--- src/rtl/edge_cvt_pkg.sv ---
// Shared definitions for the encoded-edge converter.
// Assumes nothing beyond being compiled ahead of the converter modules.
package edge_cvt_pkg;

    // Timing point at which the plain output presents a cycle's final level
    typedef enum logic [1:0] {
        SAMPLE_AT_ZERO = 2'd0,
        SAMPLE_AT_FALL = 2'd1,
        SAMPLE_AT_RISE = 2'd2
    } sample_pt_e;

    localparam int EDGE_CNT_W = 2;
    localparam int MAX_EDGES  = 2;

endpackage

--- src/rtl/enc_pulse_filter.sv ---
// Minimum pulse width filter working on encoded words.
// Holds one word so that a pulse crossing a cycle boundary can be judged.
// Judges the cross-boundary pair first, then an in-cycle pair.
// Assumes legal, level-continuous input words.
module enc_pulse_filter #(
    parameter int OFS_W = 4
) (
    input  logic               clk,
    input  logic               rst_n,
    input  logic               filt_en,
    input  logic [OFS_W:0]     min_width,
    input  logic [2*OFS_W+2:0] word_in,
    output logic [2*OFS_W+2:0] word_out
);
    import edge_cvt_pkg::*;

    localparam int WD     = 2*OFS_W + 3;
    localparam int MW_W   = OFS_W + 1;
    localparam int CYC    = 1 << OFS_W;
    localparam int LVL    = WD - 1;
    localparam int CNT_LO = 2*OFS_W;
    localparam int A_LO   = OFS_W;

    logic                  c_lvl, h_lvl, nc_lvl, nh_lvl;
    logic [EDGE_CNT_W-1:0] c_cnt, h_cnt, nc_cnt, nh_cnt;
    logic [OFS_W-1:0]      c_a, c_b, h_a, h_b, nc_a, nc_b, nh_a, nh_b, h_last;
    logic [MW_W-1:0]       cross_w, in_w;
    logic                  cross_drop, in_drop;
    logic [WD-1:0]         hld_q, out_q;

    // Split the incoming and held words into fields
    always_comb begin
        c_lvl  = word_in[LVL];
        c_cnt  = word_in[CNT_LO +: EDGE_CNT_W];
        c_a    = word_in[A_LO +: OFS_W];
        c_b    = word_in[0 +: OFS_W];
        h_lvl  = hld_q[LVL];
        h_cnt  = hld_q[CNT_LO +: EDGE_CNT_W];
        h_a    = hld_q[A_LO +: OFS_W];
        h_b    = hld_q[0 +: OFS_W];
        h_last = (h_cnt == 2'd2) ? h_b : h_a;
    end

    // Measure the boundary pulse and the in-cycle pulse
    always_comb begin
        cross_w    = MW_W'(CYC) - MW_W'(h_last) + MW_W'(c_a);
        in_w       = MW_W'(c_b) - MW_W'(c_a);
        cross_drop = filt_en && (h_cnt != 2'd0) && (c_cnt != 2'd0) && (cross_w < min_width);
        in_drop    = filt_en && !cross_drop && (c_cnt == 2'd2) && (in_w < min_width);
    end

    // Remove dropped edges and clear offsets that no longer carry an edge
    always_comb begin
        nh_lvl = h_lvl;
        nh_cnt = h_cnt;
        nh_a   = h_a;
        nh_b   = h_b;
        nc_lvl = c_lvl;
        nc_cnt = c_cnt;
        nc_a   = c_a;
        nc_b   = c_b;
        if (cross_drop) begin
            nh_cnt = h_cnt - 2'd1;
            nc_lvl = ~c_lvl;
            if (c_cnt == 2'd2) begin
                nc_cnt = 2'd1;
                nc_a   = c_b;
            end else begin
                nc_cnt = 2'd0;
            end
        end else if (in_drop) begin
            nc_cnt = 2'd0;
        end
        if (nh_cnt < 2'd2) nh_b = '0;
        if (nh_cnt == 2'd0) nh_a = '0;
        if (nc_cnt < 2'd2) nc_b = '0;
        if (nc_cnt == 2'd0) nc_a = '0;
    end

    // Advance the held word and publish the word that is now final
    always_ff @(posedge clk) begin
        if (!rst_n) begin
            hld_q <= '0;
            out_q <= '0;
        end else begin
            hld_q <= {nc_lvl, nc_cnt, nc_a, nc_b};
            out_q <= {nh_lvl, nh_cnt, nh_a, nh_b};
        end
    end

    assign word_out = out_q;

    AST_IN_LEGAL: assert property (@(posedge clk) disable iff (!rst_n)
        (c_cnt != 2'd3) && ((c_cnt != 2'd2) || (c_a <= c_b)));

    AST_NO_NARROW_PAIR: assert property (@(posedge clk) disable iff (!rst_n)
        (word_out[CNT_LO +: EDGE_CNT_W] == 2'd2) && $past(filt_en, 2) |->
        (MW_W'(word_out[0 +: OFS_W]) - MW_W'(word_out[A_LO +: OFS_W])) >= $past(min_width, 2));

    AST_OUT_CONTINUOUS: assert property (@(posedge clk) disable iff (!rst_n)
        rst_n |=> word_out[LVL] == $past(word_out[LVL] ^ word_out[CNT_LO]));

    AST_RESET_CLEARS: assert property (@(posedge clk)
        !rst_n |=> (word_out == '0));

endmodule

--- src/rtl/enc_level_decode.sv ---
// Final level of one encoded cycle: start level toggled once per edge.
// Assumes a legal edge count of 0, 1 or 2.
module enc_level_decode #(
    parameter int OFS_W = 4
) (
    input  logic [2*OFS_W+2:0] word,
    output logic               final_lvl
);
    localparam int WD     = 2*OFS_W + 3;
    localparam int CNT_LO = 2*OFS_W;

    // An odd edge count flips the start level
    always_comb final_lvl = word[WD-1] ^ word[CNT_LO];

endmodule

--- src/rtl/enc_level_sampler.sv ---
// Presents a level at the chosen timing point of the reference clock.
// Offset-zero passes it straight through; the other points register it.
// Assumes rst_n is synchronous to clk.
module enc_level_sampler
    import edge_cvt_pkg::*;
#(
    parameter sample_pt_e SAMPLE_PT = SAMPLE_AT_RISE
) (
    input  logic clk,
    input  logic rst_n,
    input  logic lvl_in,
    output logic plain_out
);
    generate
        if (SAMPLE_PT == SAMPLE_AT_ZERO) begin : g_zero
            // Present the level within the same cycle
            assign plain_out = lvl_in;
        end else if (SAMPLE_PT == SAMPLE_AT_FALL) begin : g_fall
            logic lvl_q;
            // Capture the level on the falling reference edge
            always_ff @(negedge clk) begin
                if (!rst_n) lvl_q <= 1'b0;
                else        lvl_q <= lvl_in;
            end
            assign plain_out = lvl_q;
        end else begin : g_rise
            logic lvl_q;
            // Capture the level on the next rising reference edge
            always_ff @(posedge clk) begin
                if (!rst_n) lvl_q <= 1'b0;
                else        lvl_q <= lvl_in;
            end
            assign plain_out = lvl_q;
        end
    endgenerate

endmodule

--- src/rtl/enc_edge_converter.sv ---
// Encoded-edge to plain signal converter: filters narrow pulses in the
// encoded domain, then presents each cycle's final level at the timing
// point chosen by SAMPLE_PT. Assumes a level-continuous input stream.
module enc_edge_converter
    import edge_cvt_pkg::*;
#(
    parameter int         OFS_W     = 4,
    parameter sample_pt_e SAMPLE_PT = SAMPLE_AT_RISE
) (
    input  logic               clk,
    input  logic               rst_n,
    input  logic [2*OFS_W+2:0] enc_in,
    input  logic               filt_en,
    input  logic [OFS_W:0]     min_width,
    output logic [2*OFS_W+2:0] enc_filt,
    output logic               plain_out
);
    localparam int WD     = 2*OFS_W + 3;
    localparam int CNT_LO = 2*OFS_W;

    logic filt_final;

    enc_pulse_filter #(.OFS_W(OFS_W)) u_filter (
        .clk       (clk),
        .rst_n     (rst_n),
        .filt_en   (filt_en),
        .min_width (min_width),
        .word_in   (enc_in),
        .word_out  (enc_filt)
    );

    enc_level_decode #(.OFS_W(OFS_W)) u_decode (
        .word      (enc_filt),
        .final_lvl (filt_final)
    );

    enc_level_sampler #(.SAMPLE_PT(SAMPLE_PT)) u_sampler (
        .clk       (clk),
        .rst_n     (rst_n),
        .lvl_in    (filt_final),
        .plain_out (plain_out)
    );

    generate
        if (SAMPLE_PT == SAMPLE_AT_ZERO) begin : g_chk_zero
            AST_ZERO_TRACKS: assert property (@(posedge clk) disable iff (!rst_n)
                plain_out == (enc_filt[WD-1] ^ enc_filt[CNT_LO]));
        end else if (SAMPLE_PT == SAMPLE_AT_FALL) begin : g_chk_fall
            AST_FALL_FOLLOWS: assert property (@(negedge clk) disable iff (!rst_n)
                rst_n |=> plain_out == $past(enc_filt[WD-1] ^ enc_filt[CNT_LO]));
        end else begin : g_chk_rise
            AST_RISE_FOLLOWS: assert property (@(posedge clk) disable iff (!rst_n)
                rst_n |=> plain_out == $past(enc_filt[WD-1] ^ enc_filt[CNT_LO]));
        end
    endgenerate

endmodule

--- config.mk ---
export PLATFORM = sky130hd
export DESIGN_NAME = enc_edge_converter
export DESIGN_NICKNAME = d
export VERILOG_FILES = /design/src/rtl/edge_cvt_pkg.sv /design/src/rtl/enc_pulse_filter.sv /design/src/rtl/enc_level_decode.sv /design/src/rtl/enc_level_sampler.sv /design/src/rtl/enc_edge_converter.sv
export SDC_FILE = /design/constraint.sdc
export NUM_CORES = 1
export LEC_CHECK = 0
export CAP_MARGIN = 20
export CORE_AREA = 2 2 53 65
export CTS_BUF_LIST = sky130_fd_sc_hd__clkbuf_16
export CTS_CLUSTER_SIZE = 16
export DETAILED_ROUTE_END_ITERATION = 16
export DIE_AREA = 0 0 55 67
export PLACE_DENSITY = 0.71
export SETUP_SLACK_MARGIN = 0.1
export SYNTH_ARGS = -nofsm -noshare
export SYNTH_HDL_FRONTEND = slang
export SYNTH_SLANG_ARGS = --single-unit
--- constraint.sdc ---
create_clock -name clk -period 5.2 [get_ports clk]
set_input_delay 1.04 -clock clk [delete_from_list [all_inputs] [get_ports clk]]
set_output_delay 1.04 -clock clk [all_outputs]
set_load 0.01 [all_outputs]
# Word level (Yosys, flattened, before mapping)
# Cells that the tools add are included.
# classes
n_lt_le_gt_ge	4
eq_ne	2
addsub	4
n_bitwise	3
reduce_logical	15
n_mux	8
# ops
cell	count
two-way mux 4 bit	3
less-than comparator 5 bit	2
OR reduction 2 bit	4
logical AND 1 bit	6
two-way mux 2 bit	3
adder 5 x 4 -> 5 bit	1
subtractor 4 x 4 -> 5 bit	1
subtractor 5 x 4 -> 5 bit (first input constant)	1
equality test 2 bit (second input constant)	2
logical NOT 2 bit	2
less-than comparator 2 bit (second input constant)	2
nonzero test 2 bit	2
two-way mux 1 bit	2
inverter 1 bit	2
subtractor 2 x 1 -> 2 bit (second input constant)	1
logical NOT 1 bit	1
bitwise XOR 1 bit	1
# word_totals
ff_bits	23
elab_cells	43

# Longest topological paths before layout
# Gate-level depths: netlist of the first run.
# logic_depth
depth_word	14
ltp_mapped	15

# Modules after synthesis
# Synthesis of the first run repeated with hierarchy kept, for this count alone.
# unflattened
cells_unflattened	146
hier_area_um2	1400.1
# modules_own_cells
mod	cells_per_inst	n_inst	area_per_inst_um2
enc_pulse_filter	143	1	1365.1
enc_level_sampler	2	1	26.3
enc_level_decode	1	1	8.8

# Worst setup path before layout of the first run
# No wires, ideal clock.
# synth_path
kind	input -> register
startpoint	input port enc_in[5]
endpoint	register u_filter.hld_q[4]
setup_time_ps	95
setup_slack_ps	1751
path_stages	10
required_ps	5105
arrival_time_ps	3354
path_buffers	0
path_cell_list	ha_1 -> a21o_1 -> a21oi_1 -> xnor2_1 -> ha_1 -> or2_0 -> a2111o_1 -> o21a_1 -> a311o_1 -> a221oi_1
# synth_between
elab_chain_len	11
word_cells_on_any_way	14
# synth_rtl
element	line_no	text
start: declaration	enc_edge_converter.sv:12	input logic [2*OFS_W+2:0] enc_in,
adder 5 x 4 -> 5 bit	enc_pulse_filter.sv:46	cross_w = MW_W'(CYC) - MW_W'(h_last) + MW_W'(c_a);
less-than comparator 5 bit	enc_pulse_filter.sv:48	cross_drop = filt_en && (h_cnt != 2'd0) && (c_cnt != 2'd0) && (cross_w < min_width);
logical AND 1 bit	enc_pulse_filter.sv:48	
logical NOT 1 bit	enc_pulse_filter.sv:49	in_drop = filt_en && !cross_drop && (c_cnt == 2'd2) && (in_w < min_width);
logical AND 1 bit (3 in series)	enc_pulse_filter.sv:49	
two-way mux 2 bit	enc_pulse_filter.sv:71	end else if (in_drop) begin
two-way mux 2 bit	enc_pulse_filter.sv:62	if (cross_drop) begin
logical NOT 2 bit	enc_pulse_filter.sv:77	if (nc_cnt == 2'd0) nc_a = '0;
OR reduction 2 bit (no source line)	-	
end signal: assignment	enc_pulse_filter.sv:86	hld_q <= {nc_lvl, nc_cnt, nc_a, nc_b};
end: declaration	enc_pulse_filter.sv:29	logic [WD-1:0] hld_q, out_q;
# Several ways; a longest one is shown, not always the timed one.
# A chain may end at the register's enable or synchronous reset.

# Worst setup path in the final report of the first run
# layout_path
startpoint	input port enc_in[4]
endpoint	register u_filter.hld_q[5]
# The elaborated chain is that of the path after synthesis.

==> flow_metrics.py, run 1 <==
metrics = {
    "hold_path": {
        "holdPathStages": 2,
        "hp-start": "u_filter.hld_q[7]",
        "min_path_type": "reg2reg",
    },
    "setup_path": {
        "regToRegStartpoint": "u_filter.hld_q[8]",
        "path_class": "in2reg",
        "arrival_ns": 4.04,
        "crit_path_start_kind": "primary input",
        "worstPathMaxFanout": 4,
        "critPathCaptureType": "flip-flop",
        "crit_start": "enc_in[4]",
        "crit_required_ns": 5.36,
        "rr_worst_depth": 14,
    },
    "global_route": {
        "grt_max_degree": 15,
        "grt_pass1_wl_um": 4700,
        "grt_overflow_total": 0,
        "antenna_found_initial": 0,
        "grt_pass1_vias": 1082,
        "track_usage_pct": 18.0,
    },
    "timing": {
        "maxSlewHeadroom_pct": 63.6,
        "fmax_ghz": 0.258,
        "setup_tns_ns": 0,
        "tightest_slew_ns": 0.545,
        "slew_viol_final": 0,
        "setup_viol": 0,
        "fin_crit_sh_pct": 74.5,
        "fin_crit_ns": 3.87,
        "fin_hold_ws_ns": 0.426,
        "hold_viol": 0,
        "rsz0062_at_grt": "false",
        "skew_ns": 0.00184,
    },
    "drt": {
        "wl_per_cell_um": 13.1,
        "drtIter0Drc": 22,
        "routed_wl_um": 2780,
        "drc": 0,
        "drtAntennaViolNets": 0,
        "via_per_inst": 5.23,
        "drt_first_pass_iters": 4,
        "vias": 1114,
    },
    "pwr": {
        "p_leak_nw": 0.725,
        "p_int_w": 0.000356,
        "comb_power_share_pct": 26.8,
        "p_sw_w": 0.000133,
        "vdd_drop_max_v": 0.000235,
        "switching_share_pct": 27.2,
        "p_seq_share_pct": 39.2,
        "p_clk_share_pct": 34.0,
        "power.density_nw_per_um2": 279,
    },
    "clock_network": {
        "cts-resized-gates": 0,
        "htreeDepth": 1,
        "hold_buffers": 0,
        "cts.sinks": 23,
        "cts_buffers": 3,
        "post_cts_buffers": 0,
        "cts_tree": "done",
        "cts_buffer_depth": 2,
        "clk_pin_slew_worst_paths_ns": 0.06,
        "cts_root_buffer": "clkbuf_16",
        "clk_latency_ns": 0.26,
    },
    "placement": {
        "port_buffers": 30,
        "place_congestion": 0.786,
        "dp_hpwl_um": 2360,
    },
    "die": {
        "dieArea_um2": 3690,
        "start_util_pct": 43.8,
        "rows": 22,
        "pin_count": 31,
        "die_w_um": 55,
        "core_area_um2": 3030,
        "die_y_um": 67,
    },
    "cells_and_area": {
        "fin_nets": 217,
        "syn_to_final_growth_pct": 31.8,
        "final_util_pct": 57.8,
        "drive_above_1_share_pct": 3.39,
        "n_antenna_cell": 0,
        "fillers": 291,
    },
    "logic_synthesis": {
        "synth_commonest_cells": "dfxtp_1, inv_1, ha_1",
        "post-synth-top-area-fraction_pct": 34.7,
        "ys.flop_type": "dfxtp_1",
        "synth_top_area_cell": "dfxtp_1",
        "yosys_warnings": 0,
        "async_flop_share_pct": 0,
        "synth_edf_count": 0,
        "syn_area_um2": 1330,
        "syn_inst": 144,
        "synth_area_per_cell_um2": 9.22,
        "ys_seq_area_share_pct": 34.7,
        "synth_most_common_cell": "dfxtp_1",
        "netlist_top_cells_area": "dfxtp_1, ha_1, inv_1",
        "ys_ff_latch": 23,
        "syn_nets": 183,
        "synth_cell_types": 36,
    },
    "run_status": {
        "status": "finished, final reports clean",
    },
    "run": {
        "maxCapViolations": 0,
    },
}
[power by group through the flow]
stage	Combinational (W)	Clock, W	Sequential [W]
floorplan	0.0000815	0	0.000197
global placement	0.000126	0	0.000195
detailed placement	0.000132	0	0.000196
CTS	0.000132	0.000168	0.000192
global route	0.000148	0.000175	0.000193
finish	0.000131	0.000166	0.000192
[final cells by class]
type / count / area (um^2) / share of cell area (%)
multi-input cells: 99 / 785 / 44.8
clock buffers: 3 / 75.1 / 4.29
clock inverters: 1 / 5.00 / 0.286
well taps: 36 / 45.0 / 2.58
inverters: 21 / 78.8 / 4.51
repair buffers: 30 / 300 / 17.2
flip-flops and latches: 23 / 460 / 26.3
[sequential cells by signal (all words and copies together) (netlist names)]
signal and cells:
u_filter.hld_q 11, u_sampler.plain_out 1, u_filter.word_out 11
[routing by layer]
layer | global-route usage (%) | part of all wire, %
met2 | 32.9 | 53
met5 | 0 | 0
met1 | 19.7 | 41
met3 | 2.02 | 3.7
met4 | 8.54 | 2.0
[critical path, stage by stage]
cell             delay, ns
clkdlybuf4s50_1       0.46
inv_1                 0.08
ha_1                  0.18
inv_1                 0.05
a21o_1                0.17
a21oi_1               0.17
xnor2_1               0.15
ha_1                  0.28
or2_0                 0.22
a2111o_1              0.45
o21a_1                0.16
a311o_1               0.33
a221oi_1              0.30
[layout by cell type, fill, tap and decap left out, types with 2 or more instances in the layout]
cell type and n:
nand2_1 5, clkbuf_16 3, inv_1 21, a21o_1 3, mux2i_1 2, a21oi_1 4
a221oi_1 4, a211oi_1 2, o21ai_0 7, nand3_1 4, ha_1 18, and2_1 6
o21ai_1 3, o211ai_1 2, nor2_1 9, fa_1 2, xnor2_1 6, dfxtp_1 23
clkdlybuf4s50_1 30, o21a_1 2, nor3b_1 4
[final timing paths]
path	endpoint	slack, ns
max	u_filter.hld_q[5]	1.33
min	u_filter.word_out[7]	0.43
max reg2reg	u_filter.hld_q[5]	1.43
min reg2reg	u_filter.word_out[7]	0.43
[kinds of logic (layout without fill, tap and decap cells)]
logic type | after synthesis | count (layout) | synth area share, %
AOI/OAI and AO/OA | 34 | 34 | 18.1
muxes | 3 | 3 | 2.36
buffers and inverters | 22 | 55 | 6.22
xor gates and xnor gates | 7 | 7 | 4.62
DFF | 23 | 23 | 34.7
adders and majority gates | 20 | 20 | 20.0
and+or+nand+nor | 35 | 35 | 14.0
[stage by stage]
stage / total power [W] / area [um^2] / setup WS [ns] / instances
2_1_floorplan: 0.000279 / 1330 / 1.75 / 144
3_3_place_gp: 0.000322 / 1670 / 1.15 / 209
3_5_place_dp: 0.000327 / 1670 / 1.07 / 209
4_1_cts: 0.000493 / 1750 / 1.33 / 213
5_1_grt: 0.000516 / 1750 / 1.12 / 213
6_report: 0.000489 / 1750 / 1.33 / 213
Power figures use the tool's default switching activity.
==> run 2, diff against run 1 <==
CORE_AREA = 2 2 54 66   (was 2 2 53 65)
DIE_AREA = 0 0 56 68   (was 0 0 55 67)
PLACE_DENSITY = 0.72   (was 0.71)
clock period = 3.5 ns   (was 5.2 ns; I/O delays follow)
==> flow_metrics.py, run 2 (synthesis results as in run 1) <==
metrics = {
    "die": {
        "die_y_um": 68,
        "dieArea_um2": 3810,
        "core_area_um2": 3220,
        "pin_count": 31,
        "start_util_pct": 41.2,
        "rows": 23,
        "die_w_um": 56,
    },
    "pwr": {
        "switching_share_pct": 27.6,
        "p_leak_nw": 0.846,
        "p_int_w": 0.000563,
        "p_seq_share_pct": 36.8,
        "p_clk_share_pct": 30.7,
        "power.density_nw_per_um2": 390,
        "finalPower_w": 0.000778,
        "p_sw_w": 0.000215,
        "vdd_drop_max_v": 0.000294,
        "comb_power_share_pct": 32.5,
    },
    "timing": {
        "fin_hold_ws_ns": 0.436,
        "tightest_slew_ns": 0.534,
        "maxSlewHeadroom_pct": 64.2,
        "fin_crit_ns": 3.35,
        "fmax_ghz": 0.298,
        "hold_viol": 0,
        "slew_viol_final": 0,
        "rsz0062_at_grt": "true",
        "setup_viol": 0,
        "setup_tns_ns": 0,
        "fin_crit_sh_pct": 95.7,
        "skew_ns": 0.00212,
    },
    "clock_network": {
        "clk_latency_ns": 0.25,
        "cts_buffer_depth": 2,
        "htreeDepth": 1,
        "cts_buffers": 3,
        "hold_buffers": 0,
        "cts.sinks": 23,
        "clk_pin_slew_worst_paths_ns": 0.06,
        "cts_root_buffer": "clkbuf_16",
        "cts_tree": "done",
    },
    "cells_and_area": {
        "fin_nets": 235,
        "n_antenna_cell": 0,
        "drive_above_1_share_pct": 23.1,
        "syn_to_final_growth_pct": 50.1,
        "final_util_pct": 61.8,
        "final_common_cell": "clkdlybuf4s50_1",
        "final_cell_mix": "clkdlybuf4s50_1, dfxtp_1, inv_1, buf_4, ha_1",
    },
    "global_route": {
        "track_usage_pct": 17.4,
        "antenna_found_initial": 0,
        "grt_pass1_wl_um": 5120,
        "grt_max_degree": 15,
        "grt_overflow_total": 0,
        "grt_pass1_vias": 1207,
    },
    "drt": {
        "via_per_inst": 5.22,
        "drtAntennaViolNets": 0,
        "routed_wl_um": 3280,
        "drc": 0,
        "drtIter0Drc": 27,
        "vias": 1212,
        "wl_per_cell_um": 14.1,
        "drt_first_pass_iters": 4,
    },
    "setup_path": {
        "path_class": "in2reg",
        "crit_required_ns": 3.67,
        "worstPathMaxFanout": 4,
        "crit_start": "enc_in[6]",
        "cpPeakStageDelay_ns": 0.54,
        "crit_chain": "clkdlybuf4s50_1 -> ha_1 -> nor2b_2 -> o21ai_1 -> nand2b_1 -> ha_2 -> or4_4 -> o21a_4 -> a311o_2 -> a221oi_2",
        "slowest_stage": "or4_4",
        "critPathCaptureType": "flip-flop",
        "regToRegStartpoint": "u_filter.hld_q[8]",
        "arrival_ns": 3.52,
        "crit_path_start_kind": "primary input",
        "r2r_slack_ns": 0.16,
    },
    "placement": {
        "dp_hpwl_um": 2500,
        "port_buffers": 30,
        "place_congestion": 0.827,
    },
    "hold_path": {
        "hp-start": "u_filter.hld_q[7]",
        "min_path_type": "reg2reg",
    },
    "run_status": {
        "status": "finished, final reports clean",
    },
    "run": {
        "maxCapViolations": 0,
    },
}
==> run 2: changes by cell type in the layout (fill, tap and decap cells not counted), sizes merged <==
cell,change
clkinv,-1
inv,+1
buf,+18
clkdlybuf4s50,-2
dlymetal6s2s,+1
dlygate4sd2,+1
==> run 2: layout make-up <==
class	count	area (um^2)
fillers	283	1230
multi-input cells	99	887
flip-flops and latches	23	462
repair buffers	48	440
inverters	21	78.8
clock buffers	3	75.1
well taps	37	46.3
clock inverters	1	3.75
==> run 2: worst max-delay path, delay by kind of cell <==
kind / cells / cell delay, ns
buf+inv: 1 / 0.44
fa+ha+maj: 2 / 0.55
compound gates: 4 / 1.02
simple gates: 3 / 0.80
==> run 2: final timing paths <==
path                                to  depth (start not counted)
hold / removal    u_filter.word_out[7]                          2
setup reg to reg     u_filter.hld_q[6]                         13
hold reg to reg   u_filter.word_out[7]                          2
setup / recovery     u_filter.hld_q[6]                         10
==> run 2: through the flow <==
step	std cells	cell area, um^2	setup slack [ns]
6_report	232	1990	0.149
5_1_grt	232	1990	0.0330
4_1_cts	230	1920	0.101
3_5_place_dp	224	1780	-0.275
3_3_place_gp	224	1780	-0.165
2_1_floorplan	144	1330	0.143
==> run 2: power by group through the flow <==
stage	sequential [W]	combinational, W	clock [W]
finish	0.000286	0.000253	0.000239
detailed placement	0.000290	0.000220	0
floorplan	0.000293	0.000121	0
CTS	0.000286	0.000237	0.000240
global placement	0.000290	0.000209	0
global route	0.000288	0.000277	0.000250
==> run 2: repair_timing <==
item | 4_1_cts | 5_1_grt
endpoints found under the setup margin | 12 | 17
resized for setup | 16 | 14
buffers inserted | 2 | 2
pin swaps | 13 | 10
==> run 2: metal layers <==
metal / routed length (um) / global-route usage (%) / vias to the layer above
met5: 0 / 0 / -
met4: 48 / 8.63 / 0
met3: 82 / 1.13 / 4
met2: 1930 / 36.9 / 26
met1: 1220 / 16.8 / 577
li1: - / - / 605
